--- config.mk ---
export PLATFORM = sky130hd
export DESIGN_NAME = pfc_iref_delay
export DESIGN_NICKNAME = d
export VERILOG_FILES = /design/src/rtl/pfc_iref_pkg.sv /design/src/rtl/pfc_hist_buf.sv /design/src/rtl/pfc_delay_lut.sv /design/src/rtl/pfc_ref_mult.sv /design/src/rtl/pfc_iref_delay.sv
export SDC_FILE = /design/constraint.sdc
export NUM_CORES = 2
export LEC_CHECK = 0
export ABC_AREA = 0
export BUFFER_PORTS_ARGS = -buffer_cell sky130_fd_sc_hd__buf_4
export CORE_MARGIN = 1
export CORE_UTILIZATION = 40
export CTS_BUF_LIST = sky130_fd_sc_hd__clkbuf_8 sky130_fd_sc_hd__clkbuf_16
export DETAILED_ROUTE_END_ITERATION = 6
export HOLD_SLACK_MARGIN = 0.08
export PLACE_DENSITY_LB_ADDON = 0.3
export SETUP_SLACK_MARGIN = 0.4
export SLEW_MARGIN = 20
export SYNTH_ARGS = -nofsm -noshare
export SYNTH_HDL_FRONTEND = slang
export SYNTH_HIERARCHICAL = 1
export SYNTH_SLANG_ARGS = --single-unit
--- constraint.sdc ---
create_clock -name clk_i -period 10.68 [get_ports clk_i]
set_clock_uncertainty 0.1 [all_clocks]
set_input_delay 1.068 -clock clk_i [delete_from_list [all_inputs] [get_ports clk_i]]
set_output_delay 1.068 -clock clk_i [all_outputs]
set_load 0.05 [all_outputs]
--- src/rtl/pfc_iref_pkg.sv ---
package pfc_iref_pkg;
  localparam int unsigned SMP_W  = 12;
  localparam int unsigned DEPTH  = 128;
  localparam int unsigned Q_W    = 16;
  localparam int unsigned REF_W  = 16;
  localparam int unsigned BIN_W  = 2;
  localparam int unsigned LVL_W  = 16;
  localparam int unsigned SHIFT  = 26;
endpackage

--- src/rtl/pfc_hist_buf.sv ---
module pfc_hist_buf #(
  parameter int unsigned SMP_W = 12,
  parameter int unsigned DEPTH = 128,
  localparam int unsigned PTR_W = $clog2(DEPTH)
) (
  input  logic             clk_i,
  input  logic             rst_ni,
  input  logic             wr_en_i,
  input  logic [SMP_W-1:0] wr_data_i,
  input  logic [PTR_W-1:0] dly_i,
  output logic [SMP_W-1:0] rd_data_o,
  output logic             enough_o
);
  logic [SMP_W-1:0] mem [DEPTH];
  logic [PTR_W-1:0] wptr, fill, rd_idx;

  always_ff @(posedge clk_i or negedge rst_ni) begin
    if (!rst_ni) begin
      wptr <= '0;
      fill <= '0;
      for (int i = 0; i < int'(DEPTH); i++) mem[i] <= '0;
    end else if (wr_en_i) begin
      mem[wptr] <= wr_data_i;
      wptr      <= wptr + 1'b1;
      if (fill != '1) fill <= fill + 1'b1;  // saturates at DEPTH-1, enough for max lag
    end
  end

  assign rd_idx    = wptr - dly_i;
  assign rd_data_o = (dly_i == '0) ? wr_data_i : mem[rd_idx];
  assign enough_o  = fill >= dly_i;

  AST_FILL_NO_DROP: assert property (@(posedge clk_i) disable iff (!rst_ni)
    1'b1 |=> fill >= $past(fill));
  AST_WPTR_STEP: assert property (@(posedge clk_i) disable iff (!rst_ni)
    !wr_en_i |=> $stable(wptr));
endmodule

--- src/rtl/pfc_delay_lut.sv ---
module pfc_delay_lut #(
  parameter int unsigned BIN_W = 2,
  parameter int unsigned DLY_W = 7,
  localparam int unsigned ADR_W = 2 * BIN_W,
  localparam int unsigned LUT_N = 1 << ADR_W
) (
  input  logic             clk_i,
  input  logic             rst_ni,
  input  logic             we_i,
  input  logic [ADR_W-1:0] waddr_i,
  input  logic [DLY_W-1:0] wdata_i,
  input  logic [BIN_W-1:0] rms_bin_i,
  input  logic [BIN_W-1:0] load_bin_i,
  output logic [DLY_W-1:0] dly_o
);
  logic [DLY_W-1:0] tbl [LUT_N];

  always_ff @(posedge clk_i or negedge rst_ni) begin
    if (!rst_ni) begin
      for (int i = 0; i < int'(LUT_N); i++) tbl[i] <= '0;
    end else if (we_i) begin
      tbl[waddr_i] <= wdata_i;
    end
  end

  assign dly_o = tbl[{rms_bin_i, load_bin_i}];

  AST_TBL_WRITE: assert property (@(posedge clk_i) disable iff (!rst_ni)
    we_i |=> tbl[$past(waddr_i)] == $past(wdata_i));
endmodule

--- src/rtl/pfc_ref_mult.sv ---
module pfc_ref_mult #(
  parameter int unsigned SMP_W = 12,
  parameter int unsigned Q_W   = 16,
  parameter int unsigned REF_W = 16,
  parameter int unsigned SHIFT = 26,
  localparam int unsigned AB_W   = 2 * Q_W,
  localparam int unsigned PROD_W = AB_W + SMP_W,
  localparam int unsigned SH_W   = PROD_W + 1 - SHIFT
) (
  input  logic             clk_i,
  input  logic             rst_ni,
  input  logic             vld_i,
  input  logic [Q_W-1:0]   a_i,
  input  logic [Q_W-1:0]   b_i,
  input  logic [SMP_W-1:0] c_i,
  input  logic             keep_i,
  output logic [REF_W-1:0] ref_o,
  output logic             vld_o
);
  localparam logic [PROD_W:0] HALF = (PROD_W+1)'(1) << (SHIFT - 1);

  logic [AB_W-1:0]   s2_ab;
  logic [SMP_W-1:0]  s2_mag, mag;
  logic              s2_vld, s2_keep;
  logic [PROD_W-1:0] full;
  logic [PROD_W:0]   rnd;
  logic [SH_W-1:0]   shifted;
  logic [REF_W-1:0]  sat;
  logic              unused_rnd;

  assign mag = c_i[SMP_W-1] ? (~c_i + 1'b1) : c_i;

  always_ff @(posedge clk_i or negedge rst_ni) begin
    if (!rst_ni) begin
      s2_ab <= '0; s2_mag <= '0; s2_vld <= 1'b0; s2_keep <= 1'b0;
    end else begin
      s2_vld <= vld_i;
      if (vld_i) begin
        s2_ab   <= a_i * b_i;
        s2_mag  <= mag;
        s2_keep <= keep_i;
      end
    end
  end

  assign full       = PROD_W'(s2_ab) * PROD_W'(s2_mag);
  assign rnd        = {1'b0, full} + HALF;
  assign shifted    = rnd[PROD_W:SHIFT];
  assign unused_rnd = ^rnd[SHIFT-1:0];
  assign sat        = (|shifted[SH_W-1:REF_W]) ? '1 : shifted[REF_W-1:0];

  always_ff @(posedge clk_i or negedge rst_ni) begin
    if (!rst_ni) begin
      ref_o <= '0; vld_o <= 1'b0;
    end else begin
      vld_o <= s2_vld;
      ref_o <= (s2_vld && s2_keep) ? sat : '0;
    end
  end

  AST_BLANK_ZERO: assert property (@(posedge clk_i) disable iff (!rst_ni)
    (s2_vld && !s2_keep) |=> ref_o == '0);
  AST_IDLE_ZERO: assert property (@(posedge clk_i) disable iff (!rst_ni)
    !vld_o |-> ref_o == '0);
  AST_ZERO_MAG: assert property (@(posedge clk_i) disable iff (!rst_ni)
    (s2_vld && (s2_ab == '0 || s2_mag == '0)) |=> ref_o == '0);
endmodule

--- src/rtl/pfc_iref_delay.sv ---
module pfc_iref_delay
  import pfc_iref_pkg::*;
#(
  parameter int unsigned P_SMP_W = SMP_W,
  parameter int unsigned P_DEPTH = DEPTH,
  parameter int unsigned P_Q_W   = Q_W,
  parameter int unsigned P_REF_W = REF_W,
  parameter int unsigned P_BIN_W = BIN_W,
  parameter int unsigned P_LVL_W = LVL_W,
  localparam int unsigned PTR_W  = $clog2(P_DEPTH),
  localparam int unsigned ADR_W  = 2 * P_BIN_W
) (
  input  logic               clk_i,
  input  logic               rst_ni,
  input  logic               sample_valid_i,
  input  logic [P_SMP_W-1:0] sample_i,
  input  logic [P_Q_W-1:0]   vloop_i,
  input  logic [P_Q_W-1:0]   inv_rms2_i,
  input  logic [P_LVL_W-1:0] line_rms_i,
  input  logic [P_LVL_W-1:0] load_i,
  input  logic               tbl_we_i,
  input  logic [ADR_W-1:0]   tbl_addr_i,
  input  logic [PTR_W-1:0]   tbl_data_i,
  output logic [P_REF_W-1:0] ref_o,
  output logic               ref_valid_o
);
  logic [PTR_W-1:0]   dly;
  logic [P_SMP_W-1:0] hist_c;
  logic               enough, sign_ok;
  logic               s1_vld, s1_keep;
  logic [P_Q_W-1:0]   s1_a, s1_b;
  logic [P_SMP_W-1:0] s1_c;
  logic               unused_lvl;

  assign unused_lvl = ^{line_rms_i[P_LVL_W-P_BIN_W-1:0], load_i[P_LVL_W-P_BIN_W-1:0]};

  pfc_delay_lut #(.BIN_W(P_BIN_W), .DLY_W(PTR_W)) u_lut (
    .clk_i, .rst_ni,
    .we_i       (tbl_we_i),
    .waddr_i    (tbl_addr_i),
    .wdata_i    (tbl_data_i),
    .rms_bin_i  (line_rms_i[P_LVL_W-1 -: P_BIN_W]),
    .load_bin_i (load_i[P_LVL_W-1 -: P_BIN_W]),
    .dly_o      (dly)
  );

  pfc_hist_buf #(.SMP_W(P_SMP_W), .DEPTH(P_DEPTH)) u_hist (
    .clk_i, .rst_ni,
    .wr_en_i   (sample_valid_i),
    .wr_data_i (sample_i),
    .dly_i     (dly),
    .rd_data_o (hist_c),
    .enough_o  (enough)
  );

  // rectifier cannot conduct against the line: blank on sign disagreement
  assign sign_ok = sample_i[P_SMP_W-1] == hist_c[P_SMP_W-1];

  always_ff @(posedge clk_i or negedge rst_ni) begin
    if (!rst_ni) begin
      s1_vld <= 1'b0; s1_keep <= 1'b0;
      s1_a <= '0; s1_b <= '0; s1_c <= '0;
    end else begin
      s1_vld <= sample_valid_i;
      if (sample_valid_i) begin
        s1_a    <= vloop_i;
        s1_b    <= inv_rms2_i;
        s1_c    <= hist_c;
        s1_keep <= enough && sign_ok;
      end
    end
  end

  pfc_ref_mult #(.SMP_W(P_SMP_W), .Q_W(P_Q_W), .REF_W(P_REF_W), .SHIFT(SHIFT)) u_mult (
    .clk_i, .rst_ni,
    .vld_i  (s1_vld),
    .a_i    (s1_a),
    .b_i    (s1_b),
    .c_i    (s1_c),
    .keep_i (s1_keep),
    .ref_o  (ref_o),
    .vld_o  (ref_valid_o)
  );

  AST_VALID_LAT: assert property (@(posedge clk_i) disable iff (!rst_ni)
    sample_valid_i |-> ##3 ref_valid_o);
  AST_VALID_SRC: assert property (@(posedge clk_i) disable iff (!rst_ni)
    ref_valid_o |-> $past(sample_valid_i, 3));
  AST_UNFILLED_ZERO: assert property (@(posedge clk_i) disable iff (!rst_ni)
    (sample_valid_i && !enough) |-> ##3 ref_o == '0);
endmodule

==> summary.md <==
| Metric | Value |
|---|---|
| Async set-reset flop share out of synthesis | `1.00` |
| Syn nets | `8,623` |
| Worst-path clk slew | `0.07 ns` |
| Max-slew violations | `0` |
| Worst-Margin Slew | `1.22 ns` |
| Initial antenna violation count | `2` |
| Vias | `61,200` |
| Final worst path period need | `6.92 ns` |
| Top post-synthesis cells by count | `dfrtp_1, mux2_2, nand2_1` |
| Post-DP HPWL | `166,000 um` |
| Global-route wire length before repair | `404,000 um` |
| Number of global-route vias before repair | `66,100` |
| Die width | `504 um` |
| Top_reg_cell synth | `dfrtp_1` |
| Total clock sinks | `1,771` |
| Mapped Area | `101,000 um^2` |
| TritonCTS clock tree | `yes` |
| Post-Route WL | `256,000 um` |
| Initial DRT Pass Iterations | `5` |
| Number of fill cells | `22,700` |
| Site Rows | `183` |
| Max clock buf depth | `3` |
| Gr ovfl total | `0` |
| Fmax | `0.144 GHz` |
| Num CTS Buffers | `184` |
| Max_cap viols | `0` |
| Rel. slew slack | `0.183` |
| # IOs | `108` |
| Crit path kind | `input port to register` |
| R2R cell count | `23` |
| DRC viols | `0` |
| Post-synthesis instance total | `7,806` |
| Initial core utilization | `0.404` |
| Worst Setup SP | `load_i[14]` |
| Die area | `254,000 um^2` |
| Top cell type's share of synthesized area | `0.440` |
| Area delta synth->final | `9.92%` |
| Largest net degree at the start of global routing | `189` |
| Worst EP required | `11.23 ns` |
| Yosys top cell by area | `dfrtp_1` |
| Register area share after synthesis | `0.440` |
| Port Buffers | `79` |
| Share of layout cells above drive strength 1 | `0.346` |
| Crit path DAT | `7.47 ns` |
| Worst min-delay path category | `input port to register` |
| Distinct cells, synth | `87` |
| Final setup violation count | `0` |
| RSZ-0062 raised after global routing | `no` |
| Status | `complete, no violations` |
| Clk_lat worst skew | `0.87 ns` |
| FF-to-FF End | `u_mult/s2_ab[24]` |
| GPL Wtd Cong | `0.837` |
| Crit. End Element | `register` |
| Ys Warns | `6` |
| Most frequent cell after synthesis | `dfrtp_1` |
| Post-CTS setup buffers | `0` |
| #FFs+latches synth | `1,771` |
| H-Tree Depth | `4` |
| Clock root buffer | `clkbuf_16` |
| Syn Area/Cell | `12.9 um^2` |
| FF-to-FF setup slack | `3.99 ns` |
| Synth top area cells | `dfrtp_1, mux2_2, fa_1` |
| Total Nets Final | `8,413` |
| Core area | `250,000 um^2` |
| Period utilisation layout | `0.648` |
| RR Startpoint | `s1_a[12]` |
| Endpoints failing hold | `0` |
| CP Launch Type | `input port` |
| Worst setup path end | `s1_keep` |
| Final ANT Viol Nets | `0` |
| DRT iter0 DRCs | `4,385` |
| Post-synth EDFFs | `0` |
| Vias per cell | `5.53` |
| Die Y-Extent | `504 um` |
| Routed len/inst | `23.1 um` |
| Resize count post-CTS | `0` |
| Global Route Usage Sum | `0.204` |
| Setup TNS | `0 ns` |
| Max FO, Critical Path | `39` |
layer usage:
metal | global-route usage | vias to the layer above | wire length, um
met5 | 0 | - | 0
met4 | 0.0592 | 0 | 7470
met3 | 0.0310 | 410 | 12900
met2 | 0.332 | 1410 | 122000
met1 | 0.282 | 32900 | 113000
li1 | - | 26500 | -
worst min-delay path by stage:
| stage | startpoint | endpoint | slack, ns | cells past startpoint |
|---|---|---|---|---|
| finish | vloop_i[0] | s1_a[0] | 0.39 | 2 |
| global route | inv_rms2_i[2] | s1_b[2] | 0.34 | 2 |
| CTS | vloop_i[0] | s1_a[0] | 0.33 | 2 |
| detailed placement | u_mult/s2_vld | u_mult/vld_o | 0.37 | 0 |
| global placement | u_mult/s2_vld | u_mult/vld_o | 0.37 | 0 |
| floorplan | s1_vld | u_mult/s2_vld | 0.25 | 0 |
layout by cell type, fill, tap and decap left out, types with 11 or more instances in the layout:
| cell type | Yosys | final |
|---|---|---|
| a32oi_1 | 34 | 34 |
| a22oi_1 | 14 | 14 |
| o21bai_1 | 17 | 17 |
| a32o_1 | 12 | 12 |
| a221oi_1 | 23 | 23 |
| mux2i_1 | 96 | 96 |
| xnor2_1 | 38 | 36 |
| nand4_1 | 32 | 32 |
| nand3_1 | 166 | 166 |
| fa_1 | 495 | 494 |
| o21ai_0 | 23 | 23 |
| bufinv_16 | 0 | 11 |
| mux4_2 | 367 | 367 |
| clkbuf_8 | 0 | 41 |
| a21o_1 | 35 | 35 |
| o22ai_1 | 13 | 13 |
| and2_1 | 201 | 201 |
| a211oi_1 | 15 | 15 |
| mux2_2 | 1674 | 1674 |
| a31oi_1 | 63 | 63 |
| xor2_1 | 32 | 30 |
| inv_1 | 606 | 645 |
| mux2_4 | 45 | 45 |
| a21oi_1 | 60 | 60 |
| dfrtp_1 | 1771 | 1770 |
| clkinv_2 | 0 | 35 |
| clkbuf_16 | 0 | 185 |
| nor2_2 | 6 | 15 |
| nor2_1 | 106 | 95 |
| ha_1 | 231 | 230 |
| and3_1 | 31 | 31 |
| nand2_1 | 817 | 817 |
| nand2b_1 | 14 | 14 |
| nor3_1 | 34 | 26 |
| buf_12 | 4 | 18 |
| buf_4 | 16 | 203 |
timing repair:
item | CTS | global route
endpoints found under the setup margin | 0 | 0
hold buffers | 1 | 0
hold endpoints to repair | 9 | 0
registers in the layout (all words and copies together) (netlist names), 12 cells and up:
signal         flops
u_mult/s2_ab      32
s1_b              16
u_hist/mem      1536
u_mult/ref_o      16
u_lut/tbl        112
s1_a              16
s1_c              12
u_mult/s2_mag     12
final cells by class:
class / count / area (um^2) / area share
sequential: 1771 / 44300 / 0.400
timing repair buffer: 225 / 1940 / 0.0176
multi-input combinational: 4808 / 51800 / 0.467
inverter: 606 / 2270 / 0.0205
clock buffer: 226 / 5190 / 0.0469
tap: 3330 / 4170 / 0.0376
clock inverter: 107 / 1080 / 0.00977
antenna: 6 / 15.0 / 0.000136
stage by stage:
stage          cell area [um^2]  hold slack [ns]   util  setup WS (ns)  cells
3_3_place_gp             104000            0.372  0.418           2.96  10700
6_report                 111000            0.389  0.444           3.76  11100
4_1_cts                  111000            0.329  0.444           3.81  11100
3_5_place_dp             104000            0.375  0.418           2.97  10700
5_1_grt                  111000            0.344  0.444           3.53  11100
2_1_floorplan            101000            0.252      -           4.50   7806
critical path: stages:
cell	delay, ns
buf_4	0.47
mux4_2	0.61
a22oi_1	0.29
nand2_1	0.29
ha_4	0.26
fa_4	1.37
buf_4	0.49
buf_4	0.51
mux4_2	0.34
nand2_1	0.06
a32oi_1	0.23
a31oi_1	0.22
a211oi_1	0.87
xor2_1	0.20
o22ai_1	0.09
logic make-up (layout without fill, tap and decap cells):
kind of cell	count (synthesis)	after routing	synth area share
AO/OA/AOI/OAI	362	362	0.0260
flip-flops	1771	1771	0.440
buffers and inverters	1227	1164	0.0488
adder cells (fa/ha/maj)	726	726	0.127
XOR/XNOR	72	72	0.00652
multiplexers	2183	2183	0.286
AND/OR/NAND/NOR	1465	1465	0.0665
other	0	6	0
Power is left out: the tool's default activity adds up to more than one toggle a clock period on the data nets, which glitch-free logic cannot reach.
